<file path="config.mk">
export PLATFORM = sky130hd
export DESIGN_NAME = adt_gate_seq
export DESIGN_NICKNAME = d
export VERILOG_FILES = /design/src/rtl/adt_pkg.sv /design/src/rtl/adt_delay_timer.sv /design/src/rtl/adt_mid_watch.sv /design/src/rtl/adt_gate_seq.sv
export SDC_FILE = /design/constraint.sdc
export NUM_CORES = 1
export LEC_CHECK = 0
export BUFFER_PORTS_ARGS = -buffer_cell sky130_fd_sc_hd__buf_4
export CORE_MARGIN = 3
export CORE_UTILIZATION = 35
export DETAILED_ROUTE_END_ITERATION = 16
export GPL_ROUTABILITY_DRIVEN = 0
export HOLD_SLACK_MARGIN = 0.1
export PLACE_DENSITY = 0.58
export SLEW_MARGIN = 20
export SYNTH_ARGS = -nofsm -noshare
export SYNTH_HDL_FRONTEND = slang
export SYNTH_SLANG_ARGS = --single-unit
</file>
<file path="constraint.sdc">
create_clock -name clk -period 3.9 [get_ports clk]
set_clock_uncertainty 0.1 [all_clocks]
set_input_delay 0.195 -clock clk [delete_from_list [all_inputs] [get_ports clk]]
set_output_delay 0.195 -clock clk [all_outputs]
set_load 0.02 [all_outputs]
</file>
<file path="src/rtl/adt_pkg.sv">
package adt_pkg;

  typedef enum logic [2:0] {
    ST_OFF,       // both released: reset idle or three-state
    ST_HS_ON,
    ST_LS_ON,
    ST_WAIT_LS,   // heading high, low-side gate not yet seen discharged
    ST_DEAD_ON,   // heading high, counting the turn-on gap
    ST_WAIT_SW,   // heading low, switch node not yet seen fallen
    ST_DEAD_OFF   // heading low, counting the turn-on gap
  } seq_state_t;

  function automatic logic in_rise_path(seq_state_t s);
    return (s == ST_WAIT_LS) || (s == ST_DEAD_ON);
  endfunction

  function automatic logic in_fall_path(seq_state_t s);
    return (s == ST_WAIT_SW) || (s == ST_DEAD_OFF);
  endfunction

  // counter width able to hold n-1
  function automatic int unsigned cnt_width(int unsigned n);
    return (n > 1) ? $clog2(n) : 1;
  endfunction

endpackage

</file>
<file path="src/rtl/adt_delay_timer.sv">
module adt_delay_timer #(
  parameter int unsigned LEN = 4
) (
  input  logic clk,
  input  logic rst,
  input  logic clr,
  input  logic start,
  output logic done
);
  localparam int unsigned CW = adt_pkg::cnt_width(LEN);
  localparam logic [CW-1:0] LAST = CW'(LEN - 1);

  logic          run;
  logic [CW-1:0] cnt;

  // start sampled at edge e -> done seen during the cycle before edge e+LEN
  always_ff @(posedge clk) begin
    if (rst || clr) begin
      run <= 1'b0;
      cnt <= '0;
    end else if (!run && start) begin
      run <= 1'b1;
      cnt <= '0;
    end else if (run && !done) begin
      cnt <= cnt + CW'(1);
    end
  end

  assign done = run && (cnt == LAST);
endmodule

</file>
<file path="src/rtl/adt_mid_watch.sv">
module adt_mid_watch #(
  parameter int unsigned HOLD = 8
) (
  input  logic clk,
  input  logic rst,
  input  logic mid,
  output logic trip
);
  localparam int unsigned CW = adt_pkg::cnt_width(HOLD);
  localparam logic [CW-1:0] LAST = CW'(HOLD - 1);

  logic [CW-1:0] run_len;

  // counts consecutive mid cycles, saturating at HOLD-1
  always_ff @(posedge clk) begin
    if (rst || !mid)       run_len <= '0;
    else if (run_len != LAST) run_len <= run_len + CW'(1);
  end

  assign trip = mid && (run_len == LAST);
endmodule

</file>
<file path="src/rtl/adt_gate_seq.sv">
module adt_gate_seq #(
  parameter int unsigned DEAD_ON  = 4,
  parameter int unsigned DEAD_OFF = 6,
  parameter int unsigned TIMEOUT  = 12,
  parameter int unsigned HOLDOFF  = 8
) (
  input  logic clk,
  input  logic rst,
  input  logic pwm_hi,
  input  logic pwm_lo,
  input  logic pwm_mid,
  input  logic ls_gate_low,
  input  logic sw_fell,
  input  logic hs_gate_low,
  input  logic skip_n,
  output logic hs_en,
  output logic ls_en
);
  import adt_pkg::*;

  if (TIMEOUT <= DEAD_OFF || DEAD_ON == 0 || DEAD_OFF == 0 || HOLDOFF == 0) begin : g_cfg_bad
    $error("adt_gate_seq: delays must be nonzero and TIMEOUT must exceed DEAD_OFF");
  end

  seq_state_t st, st_nx;

  logic on_raw, off_raw, to_raw;
  logic rise_clr, fall_clr;

  // named events shared with the checker
  logic ev_on_done, ev_off_done, ev_to_done;
  logic ev_exit_hi, ev_exit_lo, ev_tri;

  assign rise_clr = !in_rise_path(st);
  assign fall_clr = !in_fall_path(st);

  adt_delay_timer #(.LEN(DEAD_ON)) u_dead_on (
    .clk(clk), .rst(rst), .clr(rise_clr),
    .start(st == ST_WAIT_LS && ls_gate_low), .done(on_raw)
  );

  adt_delay_timer #(.LEN(DEAD_OFF)) u_dead_off (
    .clk(clk), .rst(rst), .clr(fall_clr),
    .start(st == ST_WAIT_SW && sw_fell), .done(off_raw)
  );

  adt_delay_timer #(.LEN(TIMEOUT)) u_backup (
    .clk(clk), .rst(rst), .clr(fall_clr),
    .start(in_fall_path(st) && hs_gate_low), .done(to_raw)
  );

  adt_mid_watch #(.HOLD(HOLDOFF)) u_mid (
    .clk(clk), .rst(rst), .mid(pwm_mid), .trip(ev_tri)
  );

  assign ev_on_done  = on_raw  && (st == ST_DEAD_ON);
  assign ev_off_done = off_raw && (st == ST_DEAD_OFF);
  assign ev_to_done  = to_raw  && in_fall_path(st);
  assign ev_exit_hi  = (st == ST_OFF) && pwm_hi;
  assign ev_exit_lo  = (st == ST_OFF) && pwm_lo && !pwm_hi;

  always_comb begin
    st_nx = st;
    unique case (st)
      ST_OFF: begin
        if (ev_exit_hi)      st_nx = ST_HS_ON;
        else if (ev_exit_lo) st_nx = ST_LS_ON;
      end
      ST_HS_ON: begin
        if (ev_tri)      st_nx = ST_OFF;
        else if (pwm_lo) st_nx = ST_WAIT_SW;
      end
      ST_LS_ON: begin
        if (ev_tri)      st_nx = ST_OFF;
        else if (pwm_hi) st_nx = ST_WAIT_LS;
      end
      ST_WAIT_LS: begin
        if (ev_tri)           st_nx = ST_OFF;
        else if (pwm_lo)      st_nx = ST_WAIT_SW;
        else if (ls_gate_low) st_nx = ST_DEAD_ON;
      end
      ST_DEAD_ON: begin
        if (ev_tri)          st_nx = ST_OFF;
        else if (pwm_lo)     st_nx = ST_WAIT_SW;
        else if (ev_on_done) st_nx = ST_HS_ON;
      end
      ST_WAIT_SW: begin
        if (ev_tri)          st_nx = ST_OFF;
        else if (pwm_hi)     st_nx = ST_WAIT_LS;
        else if (ev_to_done) st_nx = ST_LS_ON;
        else if (sw_fell)    st_nx = ST_DEAD_OFF;
      end
      ST_DEAD_OFF: begin
        if (ev_tri)                          st_nx = ST_OFF;
        else if (pwm_hi)                     st_nx = ST_WAIT_LS;
        else if (ev_off_done || ev_to_done)  st_nx = ST_LS_ON;
      end
      default: st_nx = ST_OFF;
    endcase
  end

  always_ff @(posedge clk) begin
    if (rst) st <= ST_OFF;
    else     st <= st_nx;
  end

  assign hs_en = (st == ST_HS_ON);
  assign ls_en = (st == ST_LS_ON) && skip_n;
endmodule

</file>
== After elaboration in Yosys (flattened, before gate mapping) ==
Cells that the tools add are included.
Word-level totals
  register bits after elaboration: 18
  input port bits: 9
  output and inout port bits: 2
  logic and storage cells: 91
Cells by class
  $add $sub $neg: 4
  equal/unequal tests: 18
  muxes and demuxes: 20
  reductions and logical operators: 41
Operators by type and width (number)
  2-to-1 mux 3 bit: 19
  case mux 3 bit (7 select lines): 1
  logical AND 1 bit: 20
  equality test 3 bit (second input constant): 5
  logical NOT 1 bit: 10
  inequality test 3 bit (second input constant): 3
  inequality test 4 bit (second input constant): 2
  AND reduction 7 bit: 1
  adder 3 x 1 -> 3 bit (second input constant): 2
  equality test 3 x 2 -> 1 bit (second input constant): 2
  logical OR 1 bit: 6
  OR reduction 2 bit: 3
  inequality test 5 bit (second input constant): 1
  adder 4 x 1 -> 4 bit (second input constant): 1
  equality test 4 bit (second input constant): 1
  inequality test 4 x 3 -> 1 bit (second input constant): 1
  equality test 3 x 1 -> 1 bit (second input constant): 1
  logical NOT 3 bit: 1
  inequality test 3 x 2 -> 1 bit (second input constant): 1
  adder 2 x 1 -> 2 bit (second input constant): 1
  equality test 2 bit (second input constant): 1

== Longest topological paths before layout ==
Gate-level depths: netlist of run 1.
  depth in word-level cells: 8
  mapped depth: 7
  gate-level depth less buffers: 7

== By module ==
Synthesis of run 1 repeated with hierarchy kept, for this count alone.
Second synthesis, totals
  cells, all modules: 129
  area, all modules: 1118.6 µm²
By module, submodules not included
  adt_gate_seq: instances 1, cells an instance 55, area an instance 402.9 µm², sequential area each 60.1 µm²
  adt_delay_timer at u_backup: instances 1, cells an instance 26, area an instance 231.5 µm², sequential area each 100.1 µm²
  adt_delay_timer at u_dead_off: instances 1, cells an instance 20, area an instance 205.2 µm², sequential area each 80.1 µm²
  adt_delay_timer at u_dead_on: instances 1, cells an instance 15, area an instance 140.1 µm², sequential area each 60.1 µm²
  adt_mid_watch: instances 1, cells an instance 13, area an instance 138.9 µm², sequential area each 60.1 µm²

== Worst setup path after synthesis of run 1 ==
Ideal clock, no wire load.
  path kind: register -> register
  start point: register u_mid.run_len[0]
  end point: register st[1]
  setup time: 0.122 ns
  arrival: 1.802 ns
  slack: 1.876 ns
  cell stages (with the launch flop): 8
  buffers on the path: 0
  clock period less this slack: 2.024 ns
  cell sequence: dfxtp_1 -> ha_1 -> ha_1 -> and2_4 -> a2111o_2 -> a31oi_4 -> o21bai_1 -> o311a_1
Between the ends
  word-level cells in the longest chain between the ends: 4
  elaborated cells between the ends (all ways): 16
  those cells by class: 7 x eq/ne; 7 x mux; 2 x reduce/logical
RTL lines
  from (decl): RTL line adt_mid_watch.sv:12  | logic [CW-1:0] run_len;
  from (signal assigned): RTL line adt_mid_watch.sv:17  | else if (run_len != LAST) run_len <= run_len + CW'(1);
  equality test 3 bit (*): RTL line adt_mid_watch.sv:20  | assign trip = mid && (run_len == LAST);
  logical AND 1 bit (*): RTL line adt_mid_watch.sv:20
  inequality test 5 bit (no source line), or another cell as far along
  AND reduction 7 bit (no source line) or case mux 3 bit (7 select lines) (tied branches)
  to (signal assigned): RTL line adt_gate_seq.sv:104  | else st <= st_nx;
  to (decl): RTL line adt_gate_seq.sv:25  | seq_state_t st, st_nx;
Every way passes the cells marked *; elsewhere a longest branch is shown, timed or not.
A chain may end at the register's enable or synchronous reset.

== Final worst setup path of run 1 ==
Same ends and word-level chain as after synthesis.

==> results.toml, run 1 <==
[clock_network]
htree_levels = 1
hold_buffers = 3
cts.sinks = 18
cts_tree = "yes"
insertion_delay_ps = 290
clockBufferDepth = 2
post-cts-setup-buffer-count = 0
root_buffer = "clkbuf_4"
cts_made_buffers = 3
clk_pin_slew_ps = 100
cts-resized-gates = 0

[grt]
overflow = 0
grt_pass1_wl_um = 3570
antenna_found_initial = 0
grt_usage = 0.126
grt_pass1_vias = 854
grt_max_degree = 13

[yosys]
ys_warn_count = 0
synthCells = 119
yosys_register_bits = 18
synthDistinctLibCells = 42
synthTopCellsByCount = "dfxtp_1 (18), nor2_1 (18)"
syn_area_per_cell_um2 = 8.96
synth_nets = 134
synthArstFlopShare = 0
synth_edf_count = 0
synth_seq_area_share = 0.338
synth.top_cell.area_share = 0.338
ys_dominant_reg_cell = "dfxtp_1"
synth_area_mm2 = 0.00107
synth_top_area_cell = "dfxtp_1"
synthTopCellsByArea = "dfxtp_1 (34%), ha_1 (7.0%), nor2_1 (6.3%), mux2i_1 (3.8%), xor2_1 (3.3%)"

[sta]
whs_ps = 162
relSlewSlack = 0.600
fmax_ghz = 0.464
timing.final.crit_share = 0.553
max_slew.worst_pin.slew_ps = 599
period_minus_slack_ps = 2160
hold_violations = 0
fin_tns_setup_ps = 0
report.final.slew_viol_count = 0
rsz0062_at_grt = "no"
setup_viol = 0

[routing]
antenna_left = 0
drt_iter0_drc = 16
vias = 910
wl_um = 2080
firstDrtPassIters = 4
wire_per_inst_um = 12.7
vias_per_cell = 5.55
drcViolationCount = 0

[cells_and_area]
syn2layout_area_growth_pct = 14.3
fin_util = 0.431
n_antenna_cell = 0
nets = 149
layout-drive-gt1-share = 0.173
post-route-cell-area_mm2 = 0.00122

[job]
cap_violations = 0

[setup_path]
critPathTopFamily = "compound AO/OA/AOI/OAI gates"
worstRegToRegCells = 7
crit_cells = 7
cp_cell_sequence = "ha_1 -> ha_1 -> and2_4 -> a2111o_2 -> a31oi_4 -> o21bai_1 -> o311a_1"
crit_arrival_ps = 2240
cp.required_ps = 3990
worstSetupPathType = "reg -> reg"
slowest_stage = "a2111o_2"
cp.buffers_inverters = 0
path_max_fanout = 6
reg2reg_slack_ps = 1740
critPathMaxStageDelay_ps = 490
r2r-end = "st[1]"
setup.worst_path.end = "st[1]"
worstSetupEndpointType = "flip-flop"
cp-startpoint = "u_mid.run_len[0]"
critPathLaunchType = "flip-flop"
cp_common_cell = "ha_1"
timing.rr.start = "u_mid.run_len[0]"

[floorplan]
die_w_um = 61.2
core-area_mm2 = 0.00283
chipHeight_um = 61.2
rows = 19
design.portCount = 11
floorplan.initialDensity = 0.377
die-area_mm2 = 0.00374

[power_and_ir_drop]
power.leakage_nw = 0.484
peakVddDrop_mv = 0.228
power_density_mw_per_mm2 = 445

[placed_design]
numPortBuffers = 10
placed_cell_area_mm2 = 0.00115
dp_hpwl_um = 1670

[run_status]
status = "finished, final reports clean"

[min_path]
min_path_type = "in -> reg"
cell families after synthesis:
kind of cell,share of synthesized area
buf+inv,0.0469
flops,0.338
fa+ha+maj,0.0704
simple gates,0.228
compound gates,0.230
mux,0.0376
xor+xnor,0.0493
registers in the layout, summed over array words and instances, names as in the netlist:
name / count
u_mid.run_len: 3
u_backup.cnt: 4
u_dead_off.cnt: 3
u_dead_on.run: 1
st: 3
u_backup.run: 1
u_dead_off.run: 1
u_dead_on.cnt: 2
stage by stage:
| step | power, W | cells | worst slack, ps |
|---|---|---|---|
| floorplan | 0.000398 | 119 | 1880 |
| global placement | 0.000425 | 157 | 1830 |
| detailed placement | 0.000429 | 157 | 1760 |
| CTS | 0.000549 | 164 | 1740 |
| global route | 0.000583 | 164 | 1620 |
| finish | 0.000543 | 164 | 1740 |
worst min path at each step:
| stage | from | to | slack (ps) | cells past startpoint |
|---|---|---|---|---|
| final | sw_fell | u_dead_off.run | 160 | 3 |
| after detailed placement | rst | u_dead_on.run | 330 | 2 |
| after global routing | sw_fell | u_dead_off.run | 240 | 3 |
| after floorplan | rst | u_dead_on.run | 170 | 1 |
| after global placement | rst | u_dead_on.run | 320 | 2 |
| after CTS | sw_fell | u_dead_off.run | 160 | 3 |
final cells by class:
cell class                 instances  area [um2]
clock buffer                       4        36.3
fill                             293        1610
inverter                           6        22.5
multi-input combinational         92         656
sequential                        18         360
tap                               31        38.8
timing repair buffer              13         105
report_power, final:
part	switching [W]	leakage (nW)	internal, W
clock network	0.0000573	0.0210	0.0000569
logic	0.000100	0.317	0.0000879
registers	0.0000410	0.146	0.000199
total	0.000199	0.484	0.000344
placed cells by master, fill, tap and decap left out, types with 3 or more instances in the layout:
| cell type | instances |
|---|---|
| a21oi_1 | 5 |
| o21ai_0 | 6 |
| dlygate4sd3_1 | 3 |
| inv_1 | 6 |
| nor3_1 | 4 |
| ha_1 | 6 |
| clkbuf_4 | 3 |
| dfxtp_1 | 18 |
| nor2b_1 | 4 |
| nand2_1 | 6 |
| mux2i_1 | 4 |
| xor2_1 | 4 |
| buf_4 | 10 |
| nor2_1 | 18 |
metal layers:
layer / vias up / routed length (um) / global-route usage
li1: 461 / - / -
met1: 427 / 854 / 0.137
met2: 20 / 1120 / 0.228
met3: 2 / 89 / 0.0419
met4: 0 / 14 / 0.0433
met5: - / 0 / 0
worst reg2reg max path, stage by stage (launching register included):
cell,delay [ps]
dfxtp_1,330
ha_1,200
ha_1,260
and2_4,190
a2111o_2,490
a31oi_4,230
o21bai_1,110
o311a_1,140
No activity file was read; power rests on OpenSTA's default activity.
==> run 2: changes to the inputs <==
ABC_AREA = 1   (was not set)
PLACE_DENSITY = 0.6   (was 0.58)
clock period = 1.8 ns   (was 3.9 ns; I/O delays follow)
==> run 2 against run 1 <==
  * Global-route usage is 0.96 points lower
  * Worst hold slack improved by 21 ps
  * Clock power increased by 71%
  * Combinational power increased to 2.6 times the previous value
  * Non-clock buffer count increased by 7
  * Critical path type unchanged
==> results.toml, run 2 <==
[power_and_ir_drop]
finalPower_w = 0.00118
peakVddDrop_mv = 0.367
p_switching_w = 0.000457
netSwitchingFraction = 0.386
internal-power_w = 0.000726
power.leakage_nw = 0.599
p_comb_frac = 0.418
power_density_mw_per_mm2 = 861
clkPwrFrac = 0.165
power_frac_seq = 0.417

[sta]
rsz0062_at_grt = "no"
relSlewSlack = 0.772
setup_viol = 0
period_minus_slack_ps = 1670
fin_tns_setup_ps = 0
report.final.slew_viol_count = 0
hold_violations = 0
setup_ws_ps = 132
fmax_ghz = 0.599
max_slew.worst_pin.slew_ps = 339
timing.final.crit_share = 0.927

[cells_and_area]
seqCellArea_um2 = 363
post-route-cell-area_mm2 = 0.00138
fill_cells = 318
mostFrequentLayoutCell = "nand2_1"
largest_register_ffs = 4
nets = 199
top_register = "u_backup.cnt"
n_antenna_cell = 0
layout-drive-gt1-share = 0.264
multi_input_area_um2 = 688
final_cell_mix = "nand2_1 (34), inv_1 (20), dfxtp_1 (16), nor2_1 (15), a21oi_1 (15)"
syn2layout_area_growth_pct = 22.0

[floorplan]
die-area_mm2 = 0.00394
die_w_um = 62.8
chipHeight_um = 62.8
core-area_mm2 = 0.00290
design.portCount = 11
floorplan.initialDensity = 0.389
rows = 19

[grt]
grt_pass1_vias = 935
busiest_layer = "met2"
grtUsageMet1 = 0.150
overflow = 0
grt_use_met3 = 0.0396
grt_usage = 0.117
grt_pass1_wl_um = 3840
grt_util_met2 = 0.192
antenna_found_initial = 0
grt_max_degree = 10

[placed_design]
numPortBuffers = 10
placed_cell_area_mm2 = 0.00128
place_ws_ps = 35.1
dp_hpwl_um = 1740

[yosys]
synthTopCellsByCount = "nand2_1 (34), inv_1 (20), dfxtp_1 (18)"
syn_area_per_cell_um2 = 7.05
synth_most_common_cell = "nand2_1"
synth_area_mm2 = 0.00113
synth_seq_area_share = 0.320
synth.top_cell.area_share = 0.320
synthTopCellsByArea = "dfxtp_1 (32%), nand2_1 (11%), a21oi_1 (7.1%), ha_1 (6.7%), inv_1 (6.7%)"
synth_top_area_cell = "dfxtp_1"
synth_edf_count = 0
yosys_register_bits = 18
synth_nets = 175
synthDistinctLibCells = 26
ys_warn_count = 0
synthCells = 160
synthArstFlopShare = 0
ys_dominant_reg_cell = "dfxtp_1"

[min_path]
worstHoldEndpoint = "st[0]"
min_path_type = "in -> reg"
whs_path_depth = 7
hp-start = "pwm_hi"

[setup_path]
reg2reg_slack_ps = 130
path_max_fanout = 6
critPathLaunchType = "flip-flop"
cp_cell_sequence = "ha_1 -> ha_2 -> nand2_4 -> inv_1 -> nor2_2 -> nand3_2 -> nor2_4 -> nor2_8 -> a21oi_1 -> nor2_1"
slowest_stage = "dfxtp_2"
critPathTopFamily = "simple AND/OR/NAND/NOR gates"
crit_arrival_ps = 1760
critPathMaxStageDelay_ps = 340
timing.rr.start = "u_mid.run_len[0]"
crit_cells = 10
cp.buffers_inverters = 1
r2r-end = "st[2]"
worstSetupEndpointType = "flip-flop"
cp.required_ps = 1900
worstRegToRegCells = 10
worstSetupPathType = "reg -> reg"

[clock_network]
insertion_delay_ps = 290
clk_pin_slew_ps = 100
cts_made_buffers = 3
root_buffer = "clkbuf_4"
clockBufferDepth = 2
cts.sinks = 18
post-cts-setup-buffer-count = 0
cts_tree = "yes"
htree_levels = 1

[routing]
vias_per_cell = 4.60
firstDrtPassIters = 5
antenna_left = 0
drcViolationCount = 0
wl_um = 2110
wire_per_inst_um = 9.43
drt_iter0_drc = 101
vias = 1030

[job]
cap_violations = 0

[run_status]
status = "finished, final reports clean"
run 2: cell count changes after synthesis, sizes merged, moves of 3 or more:
cell | previous run | this run
inv | 6 | 22
mux2i | 4 | 0
nor2b | 4 | 0
or2 | 1 | 6
a21oi | 5 | 16
nand3 | 1 | 16
nand2 | 7 | 39
nor2 | 18 | 21
run 2: worst max-delay path by stage:
| stage | start | to | slack, ps |
|---|---|---|---|
| 6_report | u_mid.run_len[0] | st[2] | 130 |
| 5_1_grt | st[0] | st[2] | 10 |
| 4_1_cts | u_mid.run_len[0] | st[0] | 20 |
| 3_5_place_dp | u_mid.run_len[0] | st[0] | 40 |
| 3_3_place_gp | u_mid.run_len[0] | st[2] | 70 |
| 2_1_floorplan | u_mid.run_len[0] | st[2] | 50 |
run 2: repair_timing:
item | in CTS | in global routing
endpoints found under the setup margin | 0 | 3
endpoints found under the hold margin | 13 | 0
hold buffers | 5 | 0
gates resized for setup | 0 | 7
run 2: cells by family (layout without fill, tap and decap cells):
| family | after synthesis | count (layout) | share of synthesized area |
|---|---|---|---|
| and+or+nand+nor | 88 | 88 | 0.407 |
| DFF | 18 | 18 | 0.320 |
| AOI/OAI and AO/OA | 22 | 22 | 0.103 |
| buffers and inverters | 23 | 45 | 0.0799 |
| adders and majority gates | 6 | 6 | 0.0666 |
| xor gates and xnor gates | 3 | 3 | 0.0233 |
run 2: routing by layer:
layer  part of all wire  wire length (um)  vias up
met4                  0                 0        0
li1                   -                 -      561
met5                  0                 0        -
met2               0.50              1060        6
met3              0.026                55        0
met1               0.47               999      463
run 2: through the flow:
step | std cells | utilization | hold WS, ps
after floorplan | 160 | - | 142
final | 224 | 0.474 | 183
after CTS | 224 | 0.468 | 173
after global placement | 216 | 0.443 | 275
after global routing | 224 | 0.474 | 249
after detailed placement | 216 | 0.443 | 273
run 2: worst min-delay path: stages:
cell,delay (ps)
buf_4,100
nand2_1,50
nand3_1,70
nor2_1,50
nand3_1,70
nand2_1,50
nor2_1,70
run 2: layout make-up:
type | instances | area share
well taps | 42 | 0.0382
multi-input cells | 119 | 0.500
inverters | 22 | 0.0601
flip-flops and latches | 18 | 0.264
clock buffers | 3 | 0.0164
repair buffers | 20 | 0.121
run 2: power by group through the flow:
stage,Sequential (W),Clock (W),Combinational [W]
after global routing,0.000504,0.000228,0.000575
after CTS,0.000490,0.000211,0.000489
after detailed placement,0.000500,0,0.000478
after global placement,0.000499,0,0.000476
after floorplan,0.000472,0,0.000380
final,0.000494,0.000195,0.000494
